===== config.mk =====
export PLATFORM = sky130hd
export DESIGN_NAME = rx_level_fifo
export DESIGN_NICKNAME = d
export VERILOG_FILES = /design/src/rtl/rxf_pkg.sv /design/src/rtl/rxf_ctrl.sv /design/src/rtl/rxf_store.sv /design/src/rtl/rx_level_fifo.sv
export SDC_FILE = /design/constraint.sdc
export NUM_CORES = 1
export LEC_CHECK = 0
export ABC_AREA = 1
export CAP_MARGIN = 10
export CORE_ASPECT_RATIO = 1.25
export CORE_UTILIZATION = 40
export DETAILED_ROUTE_END_ITERATION = 12
export DONT_BUFFER_PORTS = 1
export PLACE_DENSITY_LB_ADDON = 0.25
export SYNTH_ARGS = -nofsm -noshare
export SYNTH_HDL_FRONTEND = slang
export SYNTH_SLANG_ARGS = --single-unit

===== constraint.sdc =====
create_clock -name clk -period 2.8 [get_ports clk]
set_input_delay 0.28 -clock clk [delete_from_list [all_inputs] [get_ports clk]]
set_output_delay 0.28 -clock clk [all_outputs]
set_load 0.1 [all_outputs]

===== src/rtl/rxf_pkg.sv =====
package rxf_pkg;
  localparam int STS_FULL_BIT  = 5;
  localparam int STS_EMPTY_BIT = 6;
  localparam int IRQ_LEVEL_BIT = 3;

  typedef struct packed {
    logic clear;
    logic wrEn;
    logic rdEn;
  } rxfStrobe_t;
endpackage


===== src/rtl/rxf_ctrl.sv =====
module rxf_ctrl
  import rxf_pkg::*;
#(
  parameter int DEPTH = 16
) (
  input  logic                       clk,
  input  logic                       rstN,
  input  logic                       softRst,
  input  logic                       pushValid,
  input  logic                       popReq,
  input  logic                       thrWrEn,
  input  logic [$clog2(DEPTH)-1:0]   thrWrData,
  output rxfStrobe_t                 strb,
  output logic [$clog2(DEPTH)-1:0]   thrValue,
  output logic [$clog2(DEPTH)-1:0]   occMinusOne,
  output logic                       isFull,
  output logic                       isEmpty,
  output logic                       ovfFlag,
  output logic                       levelHit
);
  localparam int PTR_W = $clog2(DEPTH);
  localparam int CNT_W = $clog2(DEPTH + 1);
  localparam logic [CNT_W-1:0] FULL_CNT = CNT_W'(DEPTH);

  logic [CNT_W-1:0] count;
  logic [CNT_W-1:0] countLess;
  logic             rdOk;
  logic             wrOk;

  assign isFull  = (count == FULL_CNT);
  assign isEmpty = (count == '0);
  assign rdOk    = popReq && !isEmpty;
  assign wrOk    = pushValid && (!isFull || rdOk);

  always_comb begin
    strb.clear = softRst;
    strb.wrEn  = wrOk && !softRst;
    strb.rdEn  = rdOk && !softRst;
  end

  always_ff @(posedge clk or negedge rstN) begin
    if (!rstN) begin
      count <= '0;
    end else if (softRst) begin
      count <= '0;
    end else begin
      unique case ({strb.wrEn, strb.rdEn})
        2'b10:   count <= count + 1'b1;
        2'b01:   count <= count - 1'b1;
        default: count <= count;
      endcase
    end
  end

  always_ff @(posedge clk or negedge rstN) begin
    if (!rstN) begin
      ovfFlag <= 1'b0;
    end else if (softRst) begin
      ovfFlag <= 1'b0;
    end else if (pushValid && !wrOk) begin
      ovfFlag <= 1'b1;
    end
  end

  always_ff @(posedge clk or negedge rstN) begin
    if (!rstN) begin
      thrValue <= '0;
    end else if (softRst) begin
      thrValue <= '0;
    end else if (thrWrEn) begin
      thrValue <= thrWrData;
    end
  end

  assign countLess   = count - 1'b1;
  assign occMinusOne = isEmpty ? '0 : countLess[PTR_W-1:0];
  assign levelHit    = (count > CNT_W'(thrValue));

  a_r4_flags_exclusive: assert property (@(posedge clk) disable iff (!rstN)
    !(isFull && isEmpty));

  a_r5_overflow_sticky: assert property (@(posedge clk) disable iff (!rstN)
    (ovfFlag && !softRst) |=> ovfFlag);

  a_r9_pair_holds_count: assert property (@(posedge clk) disable iff (!rstN)
    (pushValid && popReq && !isEmpty && !softRst) |=> (count == $past(count)));

  a_r6_empty_pop_ignored: assert property (@(posedge clk) disable iff (!rstN)
    (popReq && !pushValid && isEmpty && !softRst) |=> isEmpty);

  a_r7_no_level_when_empty: assert property (@(posedge clk) disable iff (!rstN)
    isEmpty |-> !levelHit);

  a_r10_soft_clear: assert property (@(posedge clk) disable iff (!rstN)
    softRst |=> (isEmpty && thrValue == '0 && !ovfFlag));
endmodule


===== src/rtl/rxf_store.sv =====
module rxf_store
  import rxf_pkg::*;
#(
  parameter int DEPTH  = 16,
  parameter int DATA_W = 8
) (
  input  logic              clk,
  input  logic              rstN,
  input  rxfStrobe_t        strb,
  input  logic [DATA_W-1:0] pushData,
  output logic [DATA_W-1:0] popData
);
  localparam int PTR_W = $clog2(DEPTH);

  logic [DATA_W-1:0] mem [DEPTH];
  logic [PTR_W-1:0]  wrPtr;
  logic [PTR_W-1:0]  rdPtr;

  always_ff @(posedge clk) begin
    if (strb.wrEn) begin
      mem[wrPtr] <= pushData;
    end
  end

  always_ff @(posedge clk or negedge rstN) begin
    if (!rstN) begin
      wrPtr   <= '0;
      rdPtr   <= '0;
      popData <= '0;
    end else if (strb.clear) begin
      wrPtr   <= '0;
      rdPtr   <= '0;
      popData <= '0;
    end else begin
      if (strb.wrEn) wrPtr <= wrPtr + 1'b1;
      if (strb.rdEn) begin
        rdPtr   <= rdPtr + 1'b1;
        popData <= mem[rdPtr];
      end
    end
  end

  a_r6_data_held: assert property (@(posedge clk) disable iff (!rstN)
    (!strb.rdEn && !strb.clear) |=> $stable(popData));

  a_r10_clear_pointers: assert property (@(posedge clk) disable iff (!rstN)
    strb.clear |=> (wrPtr == rdPtr && popData == '0));
endmodule


===== src/rtl/rx_level_fifo.sv =====
module rx_level_fifo
  import rxf_pkg::*;
#(
  parameter int DEPTH  = 16,
  parameter int DATA_W = 8,
  localparam int PTR_W = $clog2(DEPTH)
) (
  input  logic              clk,
  input  logic              rstN,
  input  logic              softRst,
  input  logic              pushValid,
  input  logic [DATA_W-1:0] pushData,
  input  logic              popReq,
  output logic [DATA_W-1:0] popData,
  input  logic              thrWrEn,
  input  logic [PTR_W-1:0]  thrWrData,
  output logic [PTR_W-1:0]  thrRdData,
  output logic [PTR_W-1:0]  occupancy,
  output logic [7:0]        statusByte,
  output logic [7:0]        irqFlags,
  output logic              overflow
);
  rxfStrobe_t strb;
  logic       isFull;
  logic       isEmpty;
  logic       levelHit;

  rxf_ctrl #(.DEPTH(DEPTH)) u_ctrl (
    .clk         (clk),
    .rstN        (rstN),
    .softRst     (softRst),
    .pushValid   (pushValid),
    .popReq      (popReq),
    .thrWrEn     (thrWrEn),
    .thrWrData   (thrWrData),
    .strb        (strb),
    .thrValue    (thrRdData),
    .occMinusOne (occupancy),
    .isFull      (isFull),
    .isEmpty     (isEmpty),
    .ovfFlag     (overflow),
    .levelHit    (levelHit)
  );

  rxf_store #(.DEPTH(DEPTH), .DATA_W(DATA_W)) u_store (
    .clk      (clk),
    .rstN     (rstN),
    .strb     (strb),
    .pushData (pushData),
    .popData  (popData)
  );

  always_comb begin
    statusByte                = '0;
    statusByte[STS_FULL_BIT]  = isFull;
    statusByte[STS_EMPTY_BIT] = isEmpty;
    irqFlags                  = '0;
    irqFlags[IRQ_LEVEL_BIT]   = levelHit;
  end
endmodule


==> results of run 1 <==
## power by group through the flow
stage / Combinational, W / Clock [W] / Sequential (W)
floorplan: 0.00197 / 0 / 0.00302
global placement: 0.00248 / 0 / 0.00303
detailed placement: 0.00251 / 0 / 0.00304
CTS: 0.00258 / 0.00229 / 0.00299
global route: 0.00277 / 0.00239 / 0.00300
finish: 0.00257 / 0.00226 / 0.00299
## cell families after synthesis
logic type	Yosys count	synth area share [%]
AO/OA/AOI/OAI	23	1.84
XOR/XNOR	6	0.729
adder cells (fa/ha/maj)	11	1.91
buffers and inverters	174	10.4
flip-flops	154	62.3
other	1	0.0520
AND/OR/NAND/NOR	374	22.8
## cell usage in the layout (no fill, tap or decap), drive strengths merged
cell,instances
clkinv,8
buf,30
conb,13
nor2,14
a31oi,2
clkbuf,17
nand4,3
nand2,223
dfrtp,26
edfxtp,128
ha,11
o21ai,18
inv,129
bufinv,3
clkinvlp,4
dlygate4sd3,10
nor3,15
a21oi,3
or2,2
nand3,117
xor2,3
xnor2,3
## through the flow
step	utilization, %	hold WS [ns]	total power [W]	std cells
floorplan	-	-0.0156	0.00499	755
CTS	46.9	0.00491	0.00786	1006
detailed placement	42.9	-0.0150	0.00554	964
global placement	42.9	-0.0150	0.00552	964
global route	46.9	0.0287	0.00816	1006
finish	46.9	0.0169	0.00782	1006
## metal layers
metal  part of all wire [%]  up-vias  GRT usage (%)  routed length [um]
li1                       -     2413              -                   -
met4                    3.1        0           9.35                 522
met1                     41     2372           23.2                6850
met3                    4.0       28           3.52                 671
met5                      0        -              0                   0
met2                     52      140           33.6                8730
## critical path, delay by kind of cell (launching register included)
family | cells | cell delay (ns)
adder cells (fa/ha/maj) | 1 | 0.32
buffers and inverters | 4 | 0.75
flip-flops | 1 | 0.42
AND/OR/NAND/NOR | 2 | 0.24
## worst paths after layout
path / slack, ns / to / start
worst max-delay path: 0.35 / occupancy[3] / u_ctrl.count[0]
worst min-delay path: 0.02 / u_ctrl.thrValue[3] / thrWrEn
worst max register to register: 0.52 / u_store.mem[4][3] / u_ctrl.count[0]
worst min register to register: 0.57 / u_store.rdPtr[1] / u_store.rdPtr[1]
max in group asynchronous: 2.31 / u_store.rdPtr[0] / rstN
min in group asynchronous: 0.32 / u_store.popData[5] / rstN
## sequential cells by signal (all words and copies together) (netlist names)
register and count:
u_ctrl.count 5, u_store.rdPtr 4, u_ctrl.ovfFlag 1, u_store.wrPtr 4
u_store.popData 8, u_store.mem 128, u_ctrl.thrValue 4
## layout make-up
class,count,area [sq um]
Fill cell,1625,9330
Sequential cell,154,4500
Multi-Input combinational cell,427,2020
Inverter,130,488
Clock buffer,17,425
Timing Repair Buffer,40,375
Tap cell,224,280
Clock inverter,14,155
==> summary.md, run 1 <==
| Metric | Value |
|---|---|
| CP peak stage delay | `0.42 ns` |
| Vias in the first global route | `4948` |
| Synth area leader | `edfxtp_1` |
| TritonCTS clock tree | `built` |
| Worst-path cell chain | `inv_1 > ha_1 > nand3_4 > inv_1 > buf_4 > nor2_2 > buf_4` |
| Crit share post-route | `87.3%` |
| Clock Latency Late Sink | `0.42 ns` |
| Placed cell area | `0.00753 sq mm` |
| Syn Inst Count | `743` |
| Pin count of the biggest net entering global routing | `67` |
| CP required | `2.52 ns` |
| Pwr dens | `949 mW/mm^2` |
| Clock root cell | `clkbuf_16` |
| Top cells by area, synth | `edfxtp_1, nand2_1, dfrtp_1` |
| Synth Register Bits | `154` |
| WP data arrival | `2.17 ns` |
| Critical-path top delay cell | `dfrtp_1` |
| Slew at the pin closest to its max-slew limit | `0.935 ns` |
| Post-synth ARST share | `16.9%` |
| Htree depth | `4` |
| Synthesized area per cell | `9.71 sq um` |
| Synth-to-Final Area Change | `14.2%` |
| Clock network fraction of design power | `28.9%` |
| Hpwl dp | `11000 um` |
| Hold Vio Cnt, Final | `0` |
| Max-Slew Margin vs Limit | `37.5%` |
| Initial antenna violation count | `0` |
| Type of the worst min-delay path | `in -> reg` |
| CTS buffer count | `17` |
| Internal power | `0.00465 W` |
| Seq/Total Area, Yosys | `62.3%` |
| CP Class | `reg -> out` |
| Fmax | `0.409 GHz` |
| Dpl ws | `0.534 ns` |
| Core area | `0.0176 sq mm` |
| Setup Fix Bufs, Post-CTS | `0` |
| Vias per inst | `4.92` |
| Unrepaired setup endpoints after global routing | `no` |
| Hold_buf cts | `11` |
| Max FO, Critical Path | `6` |
| R2R cell count | `7` |
| Synthesized area | `0.00721 sq mm` |
| Netlist cell types | `30` |
| Initial DRC Count | `348` |
| Clock sinks | `154` |
| Number of inserted diodes | `0` |
| Main synth FF type | `edfxtp_1` |
| Rows | `54` |
| I/O Buffers | `0` |
| Share of power burned in registers | `38.2%` |
| Final Skew | `0.00573 ns` |
| Top cell type's share of synthesized area | `53.3%` |
| CTS clk-pin slew, worst paths | `0.06 ns` |
| CP endpoint kind | `output port` |
| Final setup fails | `0` |
| P_sw | `0.00317 W` |
| Detailed Routing Iterations Pass 1 | `6` |
| DRT antenna net count | `0` |
| Share of cells above drive strength 1 | `9.72%` |
| IO Pins | `51` |
| GRT overflow | `0` |
| GRT Util Overall | `19.5%` |
| Die H | `152 um` |
| Die W | `122 um` |
| Max-slew violation count | `0` |
| Outcome | `complete, no violations` |
| Logic gate share of total power | `32.9%` |
| GP Congestion | `0.873` |
| Setup tns final | `0 ns` |
| Clock Path Buffers | `2` |
| WL/cell | `16.7 um` |
| Starting density of the core | `41.1%` |
| Residual DRC | `0` |
| Switch share | `40.5%` |
| Cell with the most instances after synthesis | `nand2_1` |
| Peak supply drop | `1.38 mV` |
| Routed wire length | `16800 um` |
| Fin area | `0.00824 sq mm` |
| Worst setup SP type | `flip-flop` |
| First-pass GRT wire length | `26700 um` |
| Post-CTS Resized | `0` |
| Fin nets | `799` |
| Via count | `4953` |
| Yosys warnings | `0` |
| Post-synth EDFFs | `128` |
| Max cap viols | `0` |
| Top post-synthesis cells by count | `nand2_1, edfxtp_1, inv_1` |
| WHS Path Cells | `2` |
| Min Tclk post-route | `2.45 ns` |
| Leakage | `3.63 nW` |
| PnR worst setup slack | `0.354 ns` |
| Die area | `0.0186 sq mm` |
No activity file was read; power rests on OpenSTA's default activity.
==> run 2, diff against run 1 <==
--- a/config.mk
+++ b/config.mk
@@ -8,7 +8,7 @@
 export ABC_AREA = 1
 export CAP_MARGIN = 10
 export CORE_ASPECT_RATIO = 1.25
-export CORE_UTILIZATION = 40
+export CORE_UTILIZATION = 53
 export DETAILED_ROUTE_END_ITERATION = 12
 export DONT_BUFFER_PORTS = 1
 export PLACE_DENSITY_LB_ADDON = 0.25
==> run 2 against run 1 <==
  * Via count is 2.1% higher
  * First-iteration DRC count is 29% lower
  * Clock skew is 0.0024 ns higher
  * Clock-buffer cell count stayed put
  * Core utilization is 15 points higher
  * Die area is 24% lower
  * Critical path depth stayed put
  * Non-clock buffer count is 1 higher
  * Maximum frequency hardly changed
  * Sequential power hardly changed
  * Global-route usage is 5.7 points higher
  * Cell area is 0.23% lower
  * Critical path type unchanged
  * Largest power group unchanged
==> summary.md, run 2 (synthesis results as in run 1) <==
| Metric | Value |
|---|---|
| Outcome | `complete, no violations (unchanged)` |
| Type of the worst min-delay path | `in -> reg (unchanged)` |
| CP endpoint kind | `output port (unchanged)` |
| Biggest register | `u_store.mem (unchanged)` |
| Final setup fails | `0 (unchanged)` |
| Clock Latency Late Sink | `0.42 ns (about the same)` |
| Area taken by multi-input logic gates | `0.00202 sq mm (unchanged)` |
| Via count | `5055 (was 4953)` |
| Residual DRC | `0 (unchanged)` |
| Worst setup SP type | `flip-flop (unchanged)` |
| P_sw | `0.00315 W (was 0.00317 W)` |
| Crit share post-route | `87.3% (about the same)` |
| Commonest non-fill, non-tap cell in the layout | `nand2_1 (unchanged)` |
| Layout filler cell count | `1098 (was 1625)` |
| DRT antenna net count | `0 (unchanged)` |
| CP Class | `reg -> out (unchanged)` |
| Min Tclk post-route | `2.45 ns (about the same)` |
| Max-slew violation count | `0 (unchanged)` |
| Pin count of the biggest net entering global routing | `67 (unchanged)` |
| Detailed Routing Iterations Pass 1 | `5 (was 6)` |
| Die W | `106 um (was 122 um)` |
| Htree depth | `4 (unchanged)` |
| Hpwl dp | `10800 um (was 11000 um)` |
| GP Congestion | `0.909 (was 0.873)` |
| CTS clk-pin slew, worst paths | `0.06 ns (about the same)` |
| Final Skew | `0.00810 ns (was 0.00573 ns)` |
| GRT overflow | `0 (unchanged)` |
| I/O Buffers | `0 (unchanged)` |
| Clock root cell | `clkbuf_16 (unchanged)` |
| Regs by FF count | `u_store.mem x128, u_store.popData x8, u_ctrl.count x5 (unchanged)` |
| Clock network fraction of design power | `29.6% (was 28.9%)` |
| Unrepaired setup endpoints after global routing | `no (unchanged)` |
| CP peak stage delay | `0.42 ns (about the same)` |
| Share of cells above drive strength 1 | `9.69% (was 9.72%)` |
| Max cap viols | `0 (unchanged)` |
| Die H | `132 um (was 152 um)` |
| Register area | `0.00450 sq mm (unchanged)` |
| Post-CTS Resized | `0 (unchanged)` |
| CP required | `2.52 ns (about the same)` |
| Worst-path cell chain | `inv_1 > ha_1 > nand3_4 > inv_1 > buf_4 > nor2_2 > buf_4 (unchanged)` |
| Largest register FFs | `128 (unchanged)` |
| Dpl ws | `0.533 ns (was 0.534 ns)` |
| Initial DRC Count | `248 (was 348)` |
| GRT Util Overall | `25.2% (was 19.5%)` |
| Vias per inst | `5.29 (was 4.92)` |
| Placed instance count | `912 (was 964)` |
| Instance count on the critical path | `7 (unchanged)` |
| Leakage | `3.66 nW (was 3.63 nW)` |
| CTS buffer count | `17 (unchanged)` |
| Routed wire length | `16500 um (was 16800 um)` |
| Internal power | `0.00475 W (was 0.00465 W)` |
| WHS Path Cells | `2 (unchanged)` |
| Starting density of the core | `54.3% (was 41.1%)` |
| Setup tns final | `0 ns (unchanged)` |
| Power, Total | `0.00790 W (was 0.00782 W)` |
| Initial antenna violation count | `1 (was 0)` |
| Rows | `47 (was 54)` |
| Hold Vio Cnt, Final | `0 (unchanged)` |
| Share of power burned in registers | `38.0% (was 38.2%)` |
| Vias in the first global route | `5048 (was 4948)` |
| IO Pins | `51 (unchanged)` |
| Non-Filler Instances | `956 (was 1006)` |
| Critical-path top delay cell | `dfrtp_1 (unchanged)` |
| Top delay family on crit path | `buffers and inverters (unchanged)` |
| TritonCTS clock tree | `built (unchanged)` |
| WL/cell | `17.3 um (was 16.7 um)` |
| PnR worst setup slack | `0.354 ns (about the same)` |
| Peak supply drop | `1.31 mV (was 1.38 mV)` |
| Fin nets | `800 (was 799)` |
| Worst path buffer plus inverter count | `4 (unchanged)` |
| Max-Slew Margin vs Limit | `38.5% (was 37.5%)` |
| Die area | `0.0141 sq mm (was 0.0186 sq mm)` |
| Switch share | `39.8% (was 40.5%)` |
| R2R cell count | `8 (was 7)` |
| Synth-to-Final Area Change | `13.9% (was 14.2%)` |
| Max FO, Critical Path | `6 (unchanged)` |
| Core area | `0.0133 sq mm (was 0.0176 sq mm)` |
| Most frequent cells in the layout | `nand2_1, edfxtp_1, inv_1 (unchanged)` |
| WP data arrival | `2.17 ns (about the same)` |
| Clock Path Buffers | `2 (unchanged)` |
| Pwr dens | `962 mW/mm^2 (was 949 mW/mm^2)` |
| Logic gate share of total power | `32.5% (was 32.9%)` |
| Fmax | `0.409 GHz (about the same)` |
| Clock sinks | `154 (unchanged)` |
| Setup Fix Bufs, Post-CTS | `0 (unchanged)` |
| Slew at the pin closest to its max-slew limit | `0.922 ns (was 0.935 ns)` |
| Hold_buf cts | `11 (unchanged)` |
| First-pass GRT wire length | `26000 um (was 26700 um)` |
==> run 2: cell count changes in the layout (fill, tap and decap cells not counted), sizes merged <==
cell,delta
clkinvlp,-4
diode,+1
clkinv,+4
bufinv,+1
buf,+1
==> run 2: power by group through the flow <==
stage | registers [W] | clock network (W) | logic [W]
5_1_grt | 0.00301 | 0.00245 | 0.00275
4_1_cts | 0.00300 | 0.00236 | 0.00256
2_1_floorplan | 0.00302 | 0 | 0.00197
3_5_place_dp | 0.00304 | 0 | 0.00249
6_report | 0.00300 | 0.00234 | 0.00257
3_3_place_gp | 0.00303 | 0 | 0.00246
==> run 2: layer usage <==
metal	GRT usage [%]	wire length, um	vias to the layer above
met5	0	0	-
met1	28.6	6500	2428
met4	12.7	614	0
met2	45.1	8690	155
li1	-	-	2426
met3	4.58	721	46
==> run 2: worst register-to-register path: stages, from the launching register on <==
cell and delay [ns]:
dfrtp_1 0.42, inv_1 0.12, ha_1 0.31, nand4_1 0.14
nand2_2 0.09, nor2_2 0.17, inv_2 0.13, nor3_1 0.39
buf_4 0.23
==> run 2: layout make-up <==
type                            count  share of cell area, %
Tap cell                          171                   2.60
Clock buffer                       17                   5.18
Sequential cell                   154                   54.7
Multi-Input combinational cell    427                   24.5
Clock inverter                     15                   2.19
Inverter                          130                   5.94
Antenna cell                        1                 0.0305
Timing Repair Buffer               41                   4.81
==> run 2: path summary, 6_finish.rpt <==
path                                     from                  to  slack [ns]
max in group asynchronous                rstN    u_store.rdPtr[0]        2.32
hold / removal                   thrWrData[0]  u_ctrl.thrValue[0]       0.009
setup reg to reg              u_ctrl.count[0]   u_store.mem[5][6]        0.52
min in group asynchronous                rstN  u_ctrl.thrValue[2]        0.31
hold reg to reg            u_ctrl.thrValue[3]  u_ctrl.thrValue[3]        0.59
setup / recovery              u_ctrl.count[0]        occupancy[3]        0.35
==> run 2: metrics by stage <==
stage	utilization, %	hold slack [ns]	area (sq um)
after detailed placement	56.3	-0.0149	7490
after CTS	61.8	0.00271	8210
after global placement	56.3	-0.0149	7490
after floorplan	-	-0.0156	7260
final	61.8	0.00915	8220
after global routing	61.8	0.0336	8210
==> run 3, diff against run 2 <==
--- a/config.mk
+++ b/config.mk
@@ -14,4 +14,5 @@
 export PLACE_DENSITY_LB_ADDON = 0.25
 export SYNTH_ARGS = -nofsm -noshare
 export SYNTH_HDL_FRONTEND = slang
+export SYNTH_HIERARCHICAL = 1
 export SYNTH_SLANG_ARGS = --single-unit
==> run 3 against run 2 <==
  * Power shrank 8.6%
  * Via count fell by 1.1%
  * Clock power increased by 7%
  * Clock skew is essentially flat
  * Critical endpoint is now u_store/mem[11][2]
  * Largest cell class unchanged
  * Highest routed layer unchanged
==> summary.md, run 3 <==
| Metric | Value |
|---|---|
| Outcome | `complete, no violations (unchanged)` |
| Pwr dens | `885 mW/mm^2 (was 962 mW/mm^2)` |
| CP Class | `reg -> reg (was reg -> out)` |
| Hpwl dp | `10300 um (was 10800 um)` |
| I/O Buffers | `0 (unchanged)` |
| Fin nets | `796 (was 800)` |
| Netlist cell types | `30 (unchanged)` |
| Max cap viols | `0 (unchanged)` |
| First-pass GRT wire length | `25100 um (was 26000 um)` |
| Synth Register Bits | `154 (unchanged)` |
| Top cell type's share of synthesized area | `53.5% (was 53.3%)` |
| Synthesized area per cell | `9.69 sq um (was 9.71 sq um)` |
| Biggest register | `u_store/mem (was u_store.mem)` |
| Final setup fails | `0 (unchanged)` |
| Initial DRC Count | `433 (was 248)` |
| Hold Vio Cnt, Final | `0 (unchanged)` |
| Min Tclk post-route | `2.49 ns (was 2.45 ns)` |
| Commonest non-fill, non-tap cell in the layout | `nand2_1 (unchanged)` |
| IO Pins | `51 (unchanged)` |
| Synth-to-Final Area Change | `13.5% (was 13.9%)` |
| Die H | `132 um (about the same)` |
| Fin area | `0.00816 sq mm (was 0.00822 sq mm)` |
| Type of the worst min-delay path | `in -> reg (unchanged)` |
| Clock sinks | `154 (unchanged)` |
| Seq/Total Area, Yosys | `62.5% (was 62.3%)` |
| Pin count of the biggest net entering global routing | `67 (unchanged)` |
| Most frequent cells in the layout | `nand2_1, edfxtp_1, inv_1 (unchanged)` |
| Setup tns final | `0 ns (unchanged)` |
| WP data arrival | `2.54 ns (was 2.17 ns)` |
| Regs by FF count | `u_store/mem x128, u_store/popData x8, u_ctrl/count x5 (was u_store.mem x128, u_store.popData x8, u_ctrl.count x5)` |
| GRT overflow | `0 (unchanged)` |
| Max-slew violation count | `0 (unchanged)` |
| Vias in the first global route | `4963 (was 5048)` |
| Slew at the pin closest to its max-slew limit | `0.980 ns (was 0.922 ns)` |
| CTS buffer count | `17 (unchanged)` |
| Clock root cell | `clkbuf_16 (unchanged)` |
| Top cells by area, synth | `edfxtp_1, nand2_1, dfrtp_1 (unchanged)` |
| Share of cells above drive strength 1 | `9.49% (was 9.69%)` |
| Die W | `106 um (about the same)` |
| Die area | `0.0140 sq mm (was 0.0141 sq mm)` |
| Rows | `47 (unchanged)` |
| Max FO, Critical Path | `8 (was 6)` |
| Post-synth ARST share | `16.9% (unchanged)` |
| Synthesized area | `0.00719 sq mm (was 0.00721 sq mm)` |
| Placed cell area | `0.00738 sq mm (was 0.00749 sq mm)` |
| Max-Slew Margin vs Limit | `34.7% (was 38.5%)` |
| Initial antenna violation count | `1 (unchanged)` |
| DRT antenna net count | `0 (unchanged)` |
| GP Congestion | `0.909 (about the same)` |
| Crit share post-route | `89.1% (was 87.3%)` |
| Residual DRC | `0 (unchanged)` |
| GRT Util Overall | `24.3% (was 25.2%)` |
| Worst setup SP type | `flip-flop (unchanged)` |
| Final Skew | `0.00785 ns (was 0.00810 ns)` |
| Starting density of the core | `54.3% (about the same)` |
| Main synth FF type | `edfxtp_1 (unchanged)` |
| Unrepaired setup endpoints after global routing | `no (unchanged)` |
| Clock Latency Late Sink | `0.42 ns (about the same)` |
| TritonCTS clock tree | `built (unchanged)` |
| Top post-synthesis cells by count | `nand2_1, edfxtp_1, inv_1 (unchanged)` |
| CP required | `2.85 ns (was 2.52 ns)` |
| Leakage | `3.66 nW (about the same)` |
| CP endpoint kind | `flip-flop (was output port)` |
| Peak supply drop | `0.990 mV (was 1.31 mV)` |
| Cell with the most instances after synthesis | `nand2_1 (unchanged)` |
| Synth area leader | `edfxtp_1 (unchanged)` |
| Yosys warnings | `6 (was 0)` |
| Fmax | `0.401 GHz (was 0.409 GHz)` |
| Vias per inst | `5.25 (was 5.29)` |
| Detailed Routing Iterations Pass 1 | `5 (unchanged)` |
| Largest register FFs | `128 (unchanged)` |
| Via count | `4999 (was 5055)` |
| Post-CTS Resized | `0 (unchanged)` |
| Htree depth | `4 (unchanged)` |
| Clock Path Buffers | `2 (unchanged)` |
| CTS clk-pin slew, worst paths | `0.06 ns (about the same)` |
| Core area | `0.0132 sq mm (was 0.0133 sq mm)` |
| Post-synth EDFFs | `128 (unchanged)` |
| Syn Inst Count | `742 (was 743)` |
| Routed wire length | `15900 um (was 16500 um)` |
| WL/cell | `16.7 um (was 17.3 um)` |
## run 3: final timing paths
check	startpoint	endpoint	slack, ns	cells past startpoint
setup / recovery	u_ctrl/count[0]	u_store/mem[11][2]	0.31	7
hold / removal	thrWrData[0]	u_ctrl/thrValue[0]	0.02	2
setup reg to reg	u_ctrl/count[0]	u_store/mem[11][2]	0.31	7
hold reg to reg	u_store/wrPtr[3]	u_store/wrPtr[3]	0.54	1
max in group asynchronous	rstN	u_store/rdPtr[0]	2.34	2
min in group asynchronous	rstN	u_ctrl/thrValue[3]	0.30	2
## run 3: critical path: stages (launching register included)
cell     delay, ns
dfrtp_1       0.39
inv_1         0.13
ha_1          0.29
nand4_1       0.16
nand3_1       0.16
inv_1         0.22
nand2_1       0.19
nor2_1        0.58
## run 3: stage by stage
| stage | hold slack [ns] | setup WS [ns] | cells | util, % | power, W |
|---|---|---|---|---|---|
| after floorplan | -0.0156 | 0.372 | 754 | - | 0.00437 |
| final | 0.0206 | 0.306 | 952 | 61.6 | 0.00722 |
| after CTS | 0.00749 | 0.344 | 951 | 61.6 | 0.00724 |
| after detailed placement | -0.0153 | 0.365 | 908 | 55.8 | 0.00469 |
| after global placement | -0.0150 | 0.514 | 908 | 55.8 | 0.00467 |
| after global routing | 0.0167 | 0.0803 | 952 | 61.6 | 0.00751 |
## run 3: area by class of cell
cell class,instances,area [sq um]
timing repair buffer,37,340
fill,1025,5070
clock buffer,18,429
multi-input combinational,431,1980
tap,171,214
clock inverter,14,221
inverter,126,473
sequential,154,4500
antenna,1,2.50
## run 3: per-layer routing
metal / GRT usage (%) / up-vias / part of all wire, %
met5: 0 / - / 0
met4: 11.2 / 0 / 3.6
met3: 5.54 / 39 / 6.2
met2: 42.0 / 223 / 52
met1: 28.5 / 2335 / 39
li1: - / 2402 / -
## run 3: where the power goes
group / total (W) / switching (W) / internal [W]
registers: 0.00275 / 0.000205 / 0.00255
clock network: 0.00250 / 0.000909 / 0.00159
logic: 0.00197 / 0.00147 / 0.000502
total: 0.00722 / 0.00258 / 0.00464
## run 3: repair_timing
action | in CTS | in global routing
endpoints found under the hold margin | 157 | 0
hold buffers | 11 | 0
setup buffers | 0 | 0
## run 3: cells by family (layout without fill, tap and decap cells)
family / Yosys count / count (layout) / share of synthesized area [%]
AO/OA/AOI/OAI: 24 / 24 / 1.72
XOR/XNOR: 4 / 4 / 0.487
adder cells (fa/ha/maj): 11 / 11 / 1.91
buffers and inverters: 169 / 195 / 10.6
flip-flops: 154 / 154 / 62.5
other: 1 / 14 / 0.0522
AND/OR/NAND/NOR: 379 / 379 / 22.7
